$ cat src/rtl/dlink_pkg.sv
package dlink_pkg;

   typedef enum logic [1:0] {
      MODE_S1P  = 2'd0,
      MODE_S2P  = 2'd1,
      MODE_DMST = 2'd2,
      MODE_DSLV = 2'd3
   } link_mode_e;

   function automatic link_mode_e pick_mode(input logic pair, input logic role);
      link_mode_e m;
      if (pair) m = role ? MODE_DMST : MODE_DSLV;
      else      m = role ? MODE_S2P  : MODE_S1P;
      return m;
   endfunction

endpackage

$ cat src/rtl/dlink_mode_sel.sv
module dlink_mode_sel
   import dlink_pkg::*;
#(
   parameter link_mode_e RST_MODE = MODE_S1P
) (
   input  logic       clk,
   input  logic       rst_n,
   input  logic       pair_mode,
   input  logic       role_sel,
   input  logic       de,
   output link_mode_e mode_next,
   output link_mode_e mode_q
);

   link_mode_e want;

   always_comb begin
      want      = pick_mode(pair_mode, role_sel);
      mode_next = de ? mode_q : want;
   end

   always_ff @(posedge clk or negedge rst_n) begin
      if (!rst_n) mode_q <= RST_MODE;
      else        mode_q <= mode_next;
   end

   // the committed layout holds across an edge with de high
   a_r8_hold_in_line: assert property (@(posedge clk) disable iff (!rst_n)
      de |=> $stable(mode_q));

endmodule

$ cat src/rtl/dlink_enable_gen.sv
module dlink_enable_gen
   import dlink_pkg::*;
(
   input  logic       clk,
   input  logic       rst_n,
   input  logic       chip_en,
   input  logic       drv_en,
   input  logic       link_up,
   input  link_mode_e mode_next,
   output logic       two_pix,
   output logic       even_en,
   output logic       odd_en,
   output logic       tim_en,
   output logic       ctl1_en
);

   logic live, gated;

   always_comb begin
      live  = chip_en & link_up;
      gated = live & drv_en;
   end

   always_ff @(posedge clk or negedge rst_n) begin
      if (!rst_n) begin
         two_pix <= 1'b0;
         even_en <= 1'b0;
         odd_en  <= 1'b0;
         tim_en  <= 1'b0;
         ctl1_en <= 1'b0;
      end else begin
         two_pix <= (mode_next == MODE_S2P);
         even_en <= gated;
         odd_en  <= gated & (mode_next != MODE_DMST);
         tim_en  <= gated;
         ctl1_en <= live;
      end
   end

   a_r2_chip_off: assert property (@(posedge clk) disable iff (!rst_n)
      !chip_en |=> !even_en && !odd_en && !tim_en && !ctl1_en);

   a_r3_drv_off: assert property (@(posedge clk) disable iff (!rst_n)
      !drv_en |=> !even_en && !odd_en && !tim_en);

   a_r4_link_down: assert property (@(posedge clk) disable iff (!rst_n)
      !link_up |=> !even_en && !ctl1_en);

   a_r6_two_pix_alone: assert property (@(posedge clk) disable iff (!rst_n)
      two_pix |-> !(even_en && !odd_en));

endmodule

$ cat src/rtl/dlink_aux.sv
module dlink_aux
   import dlink_pkg::*;
#(
   parameter bit ERR_STICKY = 1'b0
) (
   input  logic       clk,
   input  logic       rst_n,
   input  link_mode_e mode_next,
   input  logic       de,
   input  logic       sync_de,
   input  logic       pair_mode,
   input  logic       clk_inv_req,
   output logic       line_de,
   output logic       cfg_err
);

   logic bad_now;
   assign bad_now = clk_inv_req & pair_mode;

   always_ff @(posedge clk or negedge rst_n) begin
      if (!rst_n) line_de <= 1'b0;
      else        line_de <= (mode_next == MODE_DSLV) ? sync_de : de;
   end

   generate
      if (ERR_STICKY) begin : g_sticky
         always_ff @(posedge clk or negedge rst_n) begin
            if (!rst_n)            cfg_err <= 1'b0;
            else if (!clk_inv_req) cfg_err <= 1'b0;
            else if (bad_now)      cfg_err <= 1'b1;
         end
      end else begin : g_live
         always_ff @(posedge clk or negedge rst_n) begin
            if (!rst_n) cfg_err <= 1'b0;
            else        cfg_err <= bad_now;
         end
         // a raised error always traces back to an inversion request
         a_r9_err_cause: assert property (@(posedge clk) disable iff (!rst_n)
            $rose(cfg_err) |-> $past(clk_inv_req) && $past(pair_mode));
      end
   endgenerate

endmodule

$ cat src/rtl/dlink_out_ctrl.sv
module dlink_out_ctrl
   import dlink_pkg::*;
#(
   parameter link_mode_e RST_MODE   = MODE_S1P,
   parameter bit         ERR_STICKY = 1'b0
) (
   input  logic clk,
   input  logic rst_n,
   input  logic chip_en,
   input  logic drv_en,
   input  logic pair_mode,
   input  logic role_sel,
   input  logic link_up,
   input  logic de,
   input  logic sync_de,
   input  logic clk_inv_req,
   output logic two_pix,
   output logic even_en,
   output logic odd_en,
   output logic tim_en,
   output logic ctl1_en,
   output logic line_de,
   output logic cfg_err
);

   link_mode_e mode_next, mode_q;

   initial begin
      a_rst_mode_legal: assert (RST_MODE == MODE_S1P || RST_MODE == MODE_S2P)
         else $display("dlink_out_ctrl: reset layout must be a single-link layout");
   end

   dlink_mode_sel #(.RST_MODE(RST_MODE)) u_mode (
      .clk       (clk),
      .rst_n     (rst_n),
      .pair_mode (pair_mode),
      .role_sel  (role_sel),
      .de        (de),
      .mode_next (mode_next),
      .mode_q    (mode_q)
   );

   dlink_enable_gen u_en (
      .clk       (clk),
      .rst_n     (rst_n),
      .chip_en   (chip_en),
      .drv_en    (drv_en),
      .link_up   (link_up),
      .mode_next (mode_next),
      .two_pix   (two_pix),
      .even_en   (even_en),
      .odd_en    (odd_en),
      .tim_en    (tim_en),
      .ctl1_en   (ctl1_en)
   );

   dlink_aux #(.ERR_STICKY(ERR_STICKY)) u_aux (
      .clk         (clk),
      .rst_n       (rst_n),
      .mode_next   (mode_next),
      .de          (de),
      .sync_de     (sync_de),
      .pair_mode   (pair_mode),
      .clk_inv_req (clk_inv_req),
      .line_de     (line_de),
      .cfg_err     (cfg_err)
   );

   // the primary of a pair never drives its second-pixel bus
   a_r6_primary_odd_off: assert property (@(posedge clk) disable iff (!rst_n)
      (mode_q == MODE_DMST) |-> !odd_en);

   // two pixels per clock only in the single-link two-pixel layout
   a_r5_two_pix_layout: assert property (@(posedge clk) disable iff (!rst_n)
      two_pix |-> (mode_q == MODE_S2P));

endmodule

$ cat config.mk
export PLATFORM = sky130hd
export DESIGN_NAME = dlink_out_ctrl
export DESIGN_NICKNAME = d
export VERILOG_FILES = /design/src/rtl/dlink_pkg.sv /design/src/rtl/dlink_mode_sel.sv /design/src/rtl/dlink_enable_gen.sv /design/src/rtl/dlink_aux.sv /design/src/rtl/dlink_out_ctrl.sv
export SDC_FILE = /design/constraint.sdc
export NUM_CORES = 1
export LEC_CHECK = 0
export BUFFER_PORTS_ARGS = -buffer_cell sky130_fd_sc_hd__buf_2
export CORE_AREA = 2 2 39 41
export DETAILED_ROUTE_END_ITERATION = 8
export DIE_AREA = 0 0 41 43
export MAX_ROUTING_LAYER = met4
export PLACE_DENSITY = 0.52
export RECOVER_POWER = 50
export SETUP_SLACK_MARGIN = 0.02
export SLEW_MARGIN = 5
export SYNTH_ARGS = -nofsm -noshare
export SYNTH_HDL_FRONTEND = slang
export SYNTH_SLANG_ARGS = --single-unit
$ cat constraint.sdc
create_clock -name clk -period 1.2 [get_ports clk]
set_input_delay 0.18 -clock clk [delete_from_list [all_inputs] [get_ports clk]]
set_output_delay 0.18 -clock clk [all_outputs]
set_load 0.1 [all_outputs]
==> results of run 1 <==
==> final timing paths <==
check                                 startpoint            to  slack [ns]  depth (start not counted)
min in group asynchronous                  rst_n   u_en.tim_en        0.37                          2
worst max register to register  u_mode.mode_q[1]  u_en.two_pix        0.29                          2
worst min register to register  u_mode.mode_q[1]   u_en.odd_en        0.49                          1
worst max-delay path                 u_en.tim_en        tim_en         0.1                          1
max in group asynchronous                  rst_n   u_en.tim_en        0.51                          2
worst min-delay path                     link_up  u_en.ctl1_en        0.16                          2
==> final cells by class <==
class | count | share of cell area, %
timing repair buffer | 17 | 34.3
clock buffer | 4 | 4.68
tap | 16 | 3.56
inverter | 2 | 1.34
multi-input combinational | 13 | 19.8
sequential | 8 | 36.3
==> where the power goes <==
part           total (W)  internal (W)  switching, W
clock network   0.000211      0.000127     0.0000845
logic           0.000234     0.0000893      0.000145
registers       0.000308      0.000292     0.0000164
total           0.000754      0.000508      0.000246
==> cell families after synthesis <==
kind of cell           count (synthesis)
multiplexers                           1
buffers and inverters                  3
AND/OR/NAND/NOR                        7
AO/OA/AOI/OAI                          4
XOR/XNOR                               1
flip-flops                             8
==> placed cells by master, fill, tap and decap left out <==
master / count
buf_2: 7
buf_12: 7
dfrtp_1: 7
clkbuf_4: 3
clkbuf_1: 3
inv_1: 2
a211oi_2: 2
and3b_1: 1
nand3b_1: 1
o21ai_0: 1
and2_1: 1
nand3_1: 1
xnor2_1: 1
and2b_1: 1
mux2_4: 1
a21oi_1: 1
and3b_2: 1
and2_2: 1
dlygate4sd3_1: 1
dfrtp_4: 1
==> metrics by stage <==
stage | utilization (%) | total power, W
2_1_floorplan | - | 0.000448
3_3_place_gp | 38.2 | 0.000547
3_5_place_dp | 38.2 | 0.000548
4_1_cts | 40.8 | 0.000769
5_1_grt | 40.6 | 0.000798
6_report | 40.6 | 0.000754
==> state kept, by name, summed over array words and instances (netlist names) <==
register / cells
u_en.odd_en: 1
u_aux.line_de: 1
u_aux.cfg_err: 1
u_en.tim_en: 1
u_en.two_pix: 1
u_en.ctl1_en: 1
u_mode.mode_q: 2
==> per-layer routing <==
metal	global-route usage [%]	share of wire [%]	wire, um	vias to the layer above
met5	-	0	0	-
met1	9.97	40	223	108
met3	3.14	9.6	53	2
met4	12.0	4.7	26	0
li1	-	-	-	120
met2	9.38	45	250	13
==> metrics.txt, run 1 <==
# TYPE chip_impl_metric gauge
chip_impl_metric{name="synth_compound_gate_area_share",unit="%"} 10.7
chip_impl_metric{name="syn_nets",unit=""} 34
chip_impl_metric{name="i_o_buffers",unit=""} 16
chip_impl_metric{name="fin_worst_skew",unit="ns"} 0.00574
chip_impl_metric{name="synth-async-reset-ratio",unit="%"} 100
chip_impl_metric{name="dr_total_vias",unit=""} 243
chip_impl_metric{name="drt_drc_violations_left",unit=""} 0
chip_impl_metric{name="preCtsSetupSlack",unit="ns"} 0.312
chip_impl_metric{name="boundaryPins",unit=""} 17
chip_impl_metric{name="max_freq",unit="MHz"} 906
chip_impl_metric{name="yosysTopAreaCellShare",unit="%"} 61.3
chip_impl_metric{name="yosys-mux-area-fraction",unit="%"} 4.60
chip_impl_metric{name="post_synthesis_simple_gate_area_fraction",unit="%"} 16.1
chip_impl_metric{name="setup_viol",unit=""} 0
chip_impl_metric{name="first_global_vias",unit=""} 225
chip_impl_info{name="commonest_cells_in_the_netlist",value="8 x dfrtp_1, 2 x a211oi_2, 2 x inv_1"} 1
chip_impl_metric{name="initial_core_util",unit="%"} 23.6
chip_impl_metric{name="postSynthAreaPerCell",unit="sq um"} 13.6
chip_impl_metric{name="synthesis.instances",unit=""} 24
chip_impl_metric{name="hold-worst-slack",unit="ns"} 0.156
chip_impl_metric{name="sequential_cell_area",unit="sq um"} 204
chip_impl_metric{name="floorplan.die.height",unit="um"} 43
chip_impl_metric{name="dpl_cell_area",unit="sq um"} 528
chip_impl_metric{name="fin_crit_sh",unit="%"} 92.0
chip_impl_info{name="synth.area.top_cells",value="dfrtp_1 61%, a211oi_2 7.7%, mux2_4 4.6%"} 1
chip_impl_metric{name="path_max_fanout",unit=""} 2
chip_impl_metric{name="grt_max_degree",unit=""} 9
chip_impl_metric{name="final.min_clock_period",unit="ns"} 1.10
chip_impl_metric{name="cpPeakStageDelay",unit="ns"} 0.50
chip_impl_info{name="timing.critical_path.max_delay_family",value="flip-flops"} 1
chip_impl_info{name="ctsRootBufferMaster",value="clkbuf_4"} 1
chip_impl_info{name="cts_tree",value="yes"} 1
chip_impl_metric{name="finalNetCount",unit=""} 55
chip_impl_metric{name="via_per_inst",unit=""} 4.05
chip_impl_metric{name="max_slew_violations",unit=""} 0
chip_impl_metric{name="cell_area_after_synthesis",unit="sq um"} 327
chip_impl_metric{name="hold_viol",unit=""} 0
chip_impl_metric{name="sequential_to_total_area_share_from_yosys_stat",unit="%"} 61.3
chip_impl_metric{name="htree_levels",unit=""} 1
chip_impl_metric{name="cap_viol_max_count",unit=""} 0
chip_impl_metric{name="detailed_placer_s_ending_hpwl",unit="um"} 463
chip_impl_metric{name="cts.repair_timing.setup_buffer_count",unit=""} 0
chip_impl_info{name="cpMaxStageDelayCell",value="dfrtp_4"} 1
chip_impl_metric{name="ir_drop",unit="V"} 0.000474
chip_impl_metric{name="total_area_of_multi_input_combinational_cells",unit="sq um"} 111
chip_impl_metric{name="wl_per_cell",unit="um"} 9.20
chip_impl_metric{name="path_clk_slew",unit="ns"} 0.05
chip_impl_metric{name="wl",unit="um"} 552
chip_impl_info{name="status",value="finished clean"} 1
chip_impl_metric{name="timing.final.ws_setup",unit="ns"} 0.0958
chip_impl_metric{name="finalSetupTns",unit="ns"} 0
chip_impl_metric{name="critical_path_arrival",unit="ns"} 0.92
chip_impl_metric{name="drt-initial-drc-count",unit=""} 2
chip_impl_metric{name="syn2layout_area_growth",unit="%"} 72.0
chip_impl_metric{name="drt_pass1_iterations",unit=""} 3
chip_impl_metric{name="fill_cells",unit=""} 123
chip_impl_metric{name="finalWeightedCongestion",unit=""} 0.718
chip_impl_metric{name="design_area",unit="sq um"} 562
chip_impl_metric{name="count_of_flip_flops_with_a_built_in_enable_after_synthesis",unit=""} 0
chip_impl_metric{name="power.static_leakage",unit="nW"} 0.269
chip_impl_info{name="dominantRegCellSynth",value="dfrtp_1"} 1
chip_impl_metric{name="postSynthRegisterBits",unit=""} 8
chip_impl_info{name="synth_top_area_cell",value="dfrtp_1"} 1
chip_impl_metric{name="ys.warnings.count",unit=""} 0
chip_impl_metric{name="antenna_cells_inserted",unit=""} 0
chip_impl_metric{name="power_density",unit="nW/um^2"} 1340
chip_impl_metric{name="die-width",unit="um"} 41
chip_impl_info{name="synth.most_common_cell",value="dfrtp_1"} 1
chip_impl_metric{name="drive_above_1_share",unit="%"} 52.3
chip_impl_metric{name="global_route.usage.total",unit="%"} 8.73
chip_impl_metric{name="cts-resized-gates",unit=""} 0
chip_impl_metric{name="ctsLongestPathBuffers",unit=""} 2
chip_impl_metric{name="post_synthesis_xor_xnor_area_fraction",unit="%"} 2.68
chip_impl_metric{name="area_of_the_die",unit="sq um"} 1760
chip_impl_metric{name="netlist-cell-type-count",unit=""} 15
chip_impl_metric{name="clock_sinks",unit=""} 8
chip_impl_info{name="hold_path_class",value="input pin to flop"} 1
chip_impl_metric{name="relSlewSlack",unit="%"} 72.2
chip_impl_metric{name="grt_antenna_before_repair",unit=""} 0
chip_impl_info{name="setup.worst_path.start_class",value="flop"} 1
chip_impl_info{name="grt_setup_unrepaired",value="no"} 1
chip_impl_metric{name="critical_path_buf_inv_count",unit=""} 1
chip_impl_metric{name="grt_remaining_overflow",unit=""} 0
chip_impl_metric{name="worst_slew_pin_slew",unit="ns"} 0.418
chip_impl_metric{name="placeableCoreArea",unit="sq um"} 1380
chip_impl_metric{name="worstPathRequired",unit="ns"} 1.02
chip_impl_info{name="critical_path_class",value="flop to primary output"} 1
chip_impl_metric{name="synth_adder_area_share",unit="%"} 0
chip_impl_metric{name="cts_buffers",unit=""} 3
chip_impl_metric{name="dpl.cell_count",unit=""} 55
chip_impl_metric{name="grt_first_pass_wirelength",unit="um"} 883
chip_impl_info{name="synth_top_family_by_area",value="simple AND/OR/NAND/NOR gates"} 1
chip_impl_metric{name="postCtsHoldBufs",unit=""} 1
chip_impl_metric{name="floorplan.rows",unit=""} 14
chip_impl_metric{name="worstSkewPairLatency",unit="ns"} 0.25
chip_impl_metric{name="route.antenna.remaining_nets",unit=""} 0
chip_impl_info{name="cp-end-kind",value="primary output"} 1
chip_impl_metric{name="stdcell_count",unit=""} 60
chip_impl_info{name="critical_path.cell_chain",value="buf_12"} 1
Note: power is estimated with default switching activity, not from simulation.
==> run 2, diff against run 1 <==
--- a/config.mk
+++ b/config.mk
@@ -10,7 +10,7 @@
 export DETAILED_ROUTE_END_ITERATION = 8
 export DIE_AREA = 0 0 41 43
 export MAX_ROUTING_LAYER = met4
-export PLACE_DENSITY = 0.52
+export PLACE_DENSITY = 0.53
 export RECOVER_POWER = 50
 export SETUP_SLACK_MARGIN = 0.02
 export SLEW_MARGIN = 5
==> constraint.sdc (replaced) <==
create_clock -name clk -period 1 [get_ports clk]
set_input_delay 0.15 -clock clk [delete_from_list [all_inputs] [get_ports clk]]
set_output_delay 0.15 -clock clk [all_outputs]
set_load 0.1 [all_outputs]
==> run 2 against run 1 <==
- the flow now finishes with violations (negative setup slack)
- die area did not move
- sequential power increased by 21%
- register-to-register slack got worse by 0.19 ns
- clock-buffer cell count down 1
- final cell count is 1.7% lower
- first-iteration DRC count is the same
- clock power is 9.5% higher
==> metrics.txt, run 2 (synthesis gave the netlist of run 1 again) <==
# TYPE chip_impl_metric gauge
chip_impl_metric{name="finalWeightedCongestion",unit=""} 0.717
chip_impl_metric{name="grt_first_pass_wirelength",unit="um"} 924
chip_impl_metric{name="critical_path_arrival",unit="ns"} 0.92
chip_impl_metric{name="detailed_placer_s_ending_hpwl",unit="um"} 472
chip_impl_metric{name="route.antenna.remaining_nets",unit=""} 0
chip_impl_metric{name="power_density",unit="nW/um^2"} 1570
chip_impl_metric{name="cpPeakStageDelay",unit="ns"} 0.50
chip_impl_metric{name="hold_viol",unit=""} 0
chip_impl_metric{name="cap_viol_max_count",unit=""} 0
chip_impl_metric{name="m1WireLength",unit="um"} 230
chip_impl_metric{name="i_o_buffers",unit=""} 16
chip_impl_metric{name="drt-initial-drc-count",unit=""} 2
chip_impl_metric{name="global_route.usage.total",unit="%"} 9.05
chip_impl_info{name="max_flop_register",value="u_mode.mode_q"} 1
chip_impl_metric{name="wl",unit="um"} 554
chip_impl_info{name="critical_path_class",value="flop to primary output"} 1
chip_impl_metric{name="cts.repair_timing.setup_buffer_count",unit=""} 0
chip_impl_metric{name="worstSkewPairLatency",unit="ns"} 0.24
chip_impl_info{name="setup.worst_path.start_class",value="flop"} 1
chip_impl_metric{name="worstHoldPathCells",unit=""} 2
chip_impl_metric{name="cts_buffers",unit=""} 3
chip_impl_metric{name="dr_total_vias",unit=""} 240
chip_impl_metric{name="wl_per_cell",unit="um"} 9.39
chip_impl_metric{name="htree_levels",unit=""} 1
chip_impl_info{name="grt_setup_unrepaired",value="yes"} 1
chip_impl_metric{name="met3_wirelength",unit="um"} 45
chip_impl_info{name="cts_tree",value="yes"} 1
chip_impl_metric{name="ctsLongestPathBuffers",unit=""} 2
chip_impl_info{name="min_to",value="u_aux.cfg_err"} 1
chip_impl_info{name="min_from",value="clk_inv_req"} 1
chip_impl_metric{name="via_per_inst",unit=""} 4.07
chip_impl_metric{name="syn2layout_area_growth",unit="%"} 72.8
chip_impl_metric{name="path_clk_slew",unit="ns"} 0.05
chip_impl_metric{name="clock_sinks",unit=""} 8
chip_impl_info{name="crit_reg_reg_endpoint",value="u_en.two_pix"} 1
chip_impl_metric{name="setup_viol",unit=""} 2
chip_impl_info{name="hold_path_class",value="input pin to flop"} 1
chip_impl_metric{name="grt_antenna_before_repair",unit=""} 0
chip_impl_metric{name="first_global_vias",unit=""} 207
chip_impl_metric{name="power.static_leakage",unit="nW"} 0.260
chip_impl_metric{name="timing.final.ws_setup",unit="ns"} -0.0663
chip_impl_metric{name="worstPathRequired",unit="ns"} 0.85
chip_impl_metric{name="floorplan.rows",unit=""} 14
chip_impl_metric{name="rr_worst_depth",unit=""} 2
chip_impl_metric{name="max_freq",unit="MHz"} 938
chip_impl_metric{name="cts-resized-gates",unit=""} 0
chip_impl_metric{name="area_of_the_die",unit="sq um"} 1760
chip_impl_metric{name="ir_drop",unit="V"} 0.000652
chip_impl_metric{name="die-width",unit="um"} 41
chip_impl_info{name="highest_count_cells_in_the_layout_ignoring_fill_and_taps",value="7 x buf_2, 7 x buf_12, 5 x dfrtp_2, 3 x clkbuf_4"} 1
chip_impl_metric{name="antenna_cells_inserted",unit=""} 0
chip_impl_info{name="critical_path.cell_chain",value="buf_12"} 1
chip_impl_metric{name="path_max_fanout",unit=""} 2
chip_impl_metric{name="fin_worst_skew",unit="ns"} 0.00128
chip_impl_metric{name="worst_slew_pin_slew",unit="ns"} 0.408
chip_impl_metric{name="critical_path_buf_inv_count",unit=""} 1
chip_impl_metric{name="grt_remaining_overflow",unit=""} 0
chip_impl_info{name="status",value="finished, violations left"} 1
chip_impl_metric{name="placeableCoreArea",unit="sq um"} 1380
chip_impl_info{name="worstReg2RegStart",value="u_mode.mode_q[1]"} 1
chip_impl_metric{name="drt_drc_violations_left",unit=""} 0
chip_impl_metric{name="largest_register_ffs",unit=""} 2
chip_impl_metric{name="fin_crit_sh",unit="%"} 107
chip_impl_info{name="ctsRootBufferMaster",value="clkbuf_4"} 1
chip_impl_metric{name="final_util",unit="%"} 40.8
chip_impl_metric{name="drive_above_1_share",unit="%"} 65.1
chip_impl_metric{name="finalSetupTns",unit="ns"} -0.132
chip_impl_metric{name="timing.reg2reg.setup_slack",unit="ns"} 0.10
chip_impl_metric{name="drt_pass1_iterations",unit=""} 2
chip_impl_info{name="cp-end-kind",value="primary output"} 1
chip_impl_metric{name="floorplan.die.height",unit="um"} 43
chip_impl_metric{name="grt_max_degree",unit=""} 9
chip_impl_metric{name="final.min_clock_period",unit="ns"} 1.07
chip_impl_info{name="cpMaxStageDelayCell",value="dfrtp_4"} 1
chip_impl_info{name="failed_checks",value="negative setup slack"} 1
chip_impl_metric{name="relSlewSlack",unit="%"} 72.8
chip_impl_metric{name="finalNetCount",unit=""} 55
chip_impl_info{name="topRoutingLayerUsed",value="met4"} 1
chip_impl_metric{name="boundaryPins",unit=""} 17
chip_impl_metric{name="initial_core_util",unit="%"} 23.6
chip_impl_metric{name="max_slew_violations",unit=""} 0
chip_impl_metric{name="preCtsSetupSlack",unit="ns"} 0.112
chip_impl_metric{name="route.met2.wl",unit="um"} 256
chip_impl_info{name="timing.critical_path.max_delay_family",value="flip-flops"} 1
[run 2: cell count changes in the layout (fill, tap and decap cells not counted), sizes merged]
cell    before  now
clkbuf       6    5
[run 2: power breakdown]
group	leakage [nW]	switching [W]	internal, W	total (W)
registers	0.0917	0.0000192	0.000353	0.000372
logic	0.155	0.000174	0.000107	0.000282
clock network	0.0138	0.0000949	0.000136	0.000231
total	0.260	0.000288	0.000597	0.000885
[run 2: worst max-delay path by stage]
stage	start	to	slack, ns	cells past startpoint
final	u_en.tim_en	tim_en	-0.07	1
after global routing	u_en.tim_en	even_en	-0.08	1
after CTS	u_en.tim_en	even_en	-0.08	1
after detailed placement	u_mode.mode_q[1]	u_en.two_pix	0.11	2
after global placement	u_mode.mode_q[1]	u_en.two_pix	0.13	2
after floorplan	u_en.tim_en	tim_en	-0.02	1
[run 2: timing repair]
action / CTS / global route
hold endpoints to repair: 8 / 0
hold buffers: 1 / 0
setup endpoints to repair: 2 / 6
[run 2: layer usage]
layer	vias to the layer above	track usage (%)
met1	105	11.0
met4	0	14.0
li1	120	-
met3	2	1.57
met2	13	9.38
met5	-	-
[run 2: stage by stage]
stage	instances	instance area [sq um]	hold slack, ns	total power, W
6_report	59	564	0.134	0.000885
5_1_grt	59	564	0.136	0.000933
4_1_cts	59	567	0.129	0.000902
3_5_place_dp	55	534	-0.00147	0.000660
3_3_place_gp	55	534	-0.000466	0.000659
2_1_floorplan	24	340	-0.146	0.000543
[run 2: cell type report]
class / count / area [sq um]
sequential: 8 / 210
timing repair buffer: 17 / 193
clock buffer: 3 / 22.5
multi-input combinational: 13 / 111
tap: 16 / 20.0
fill: 125 / 820
inverter: 2 / 7.51
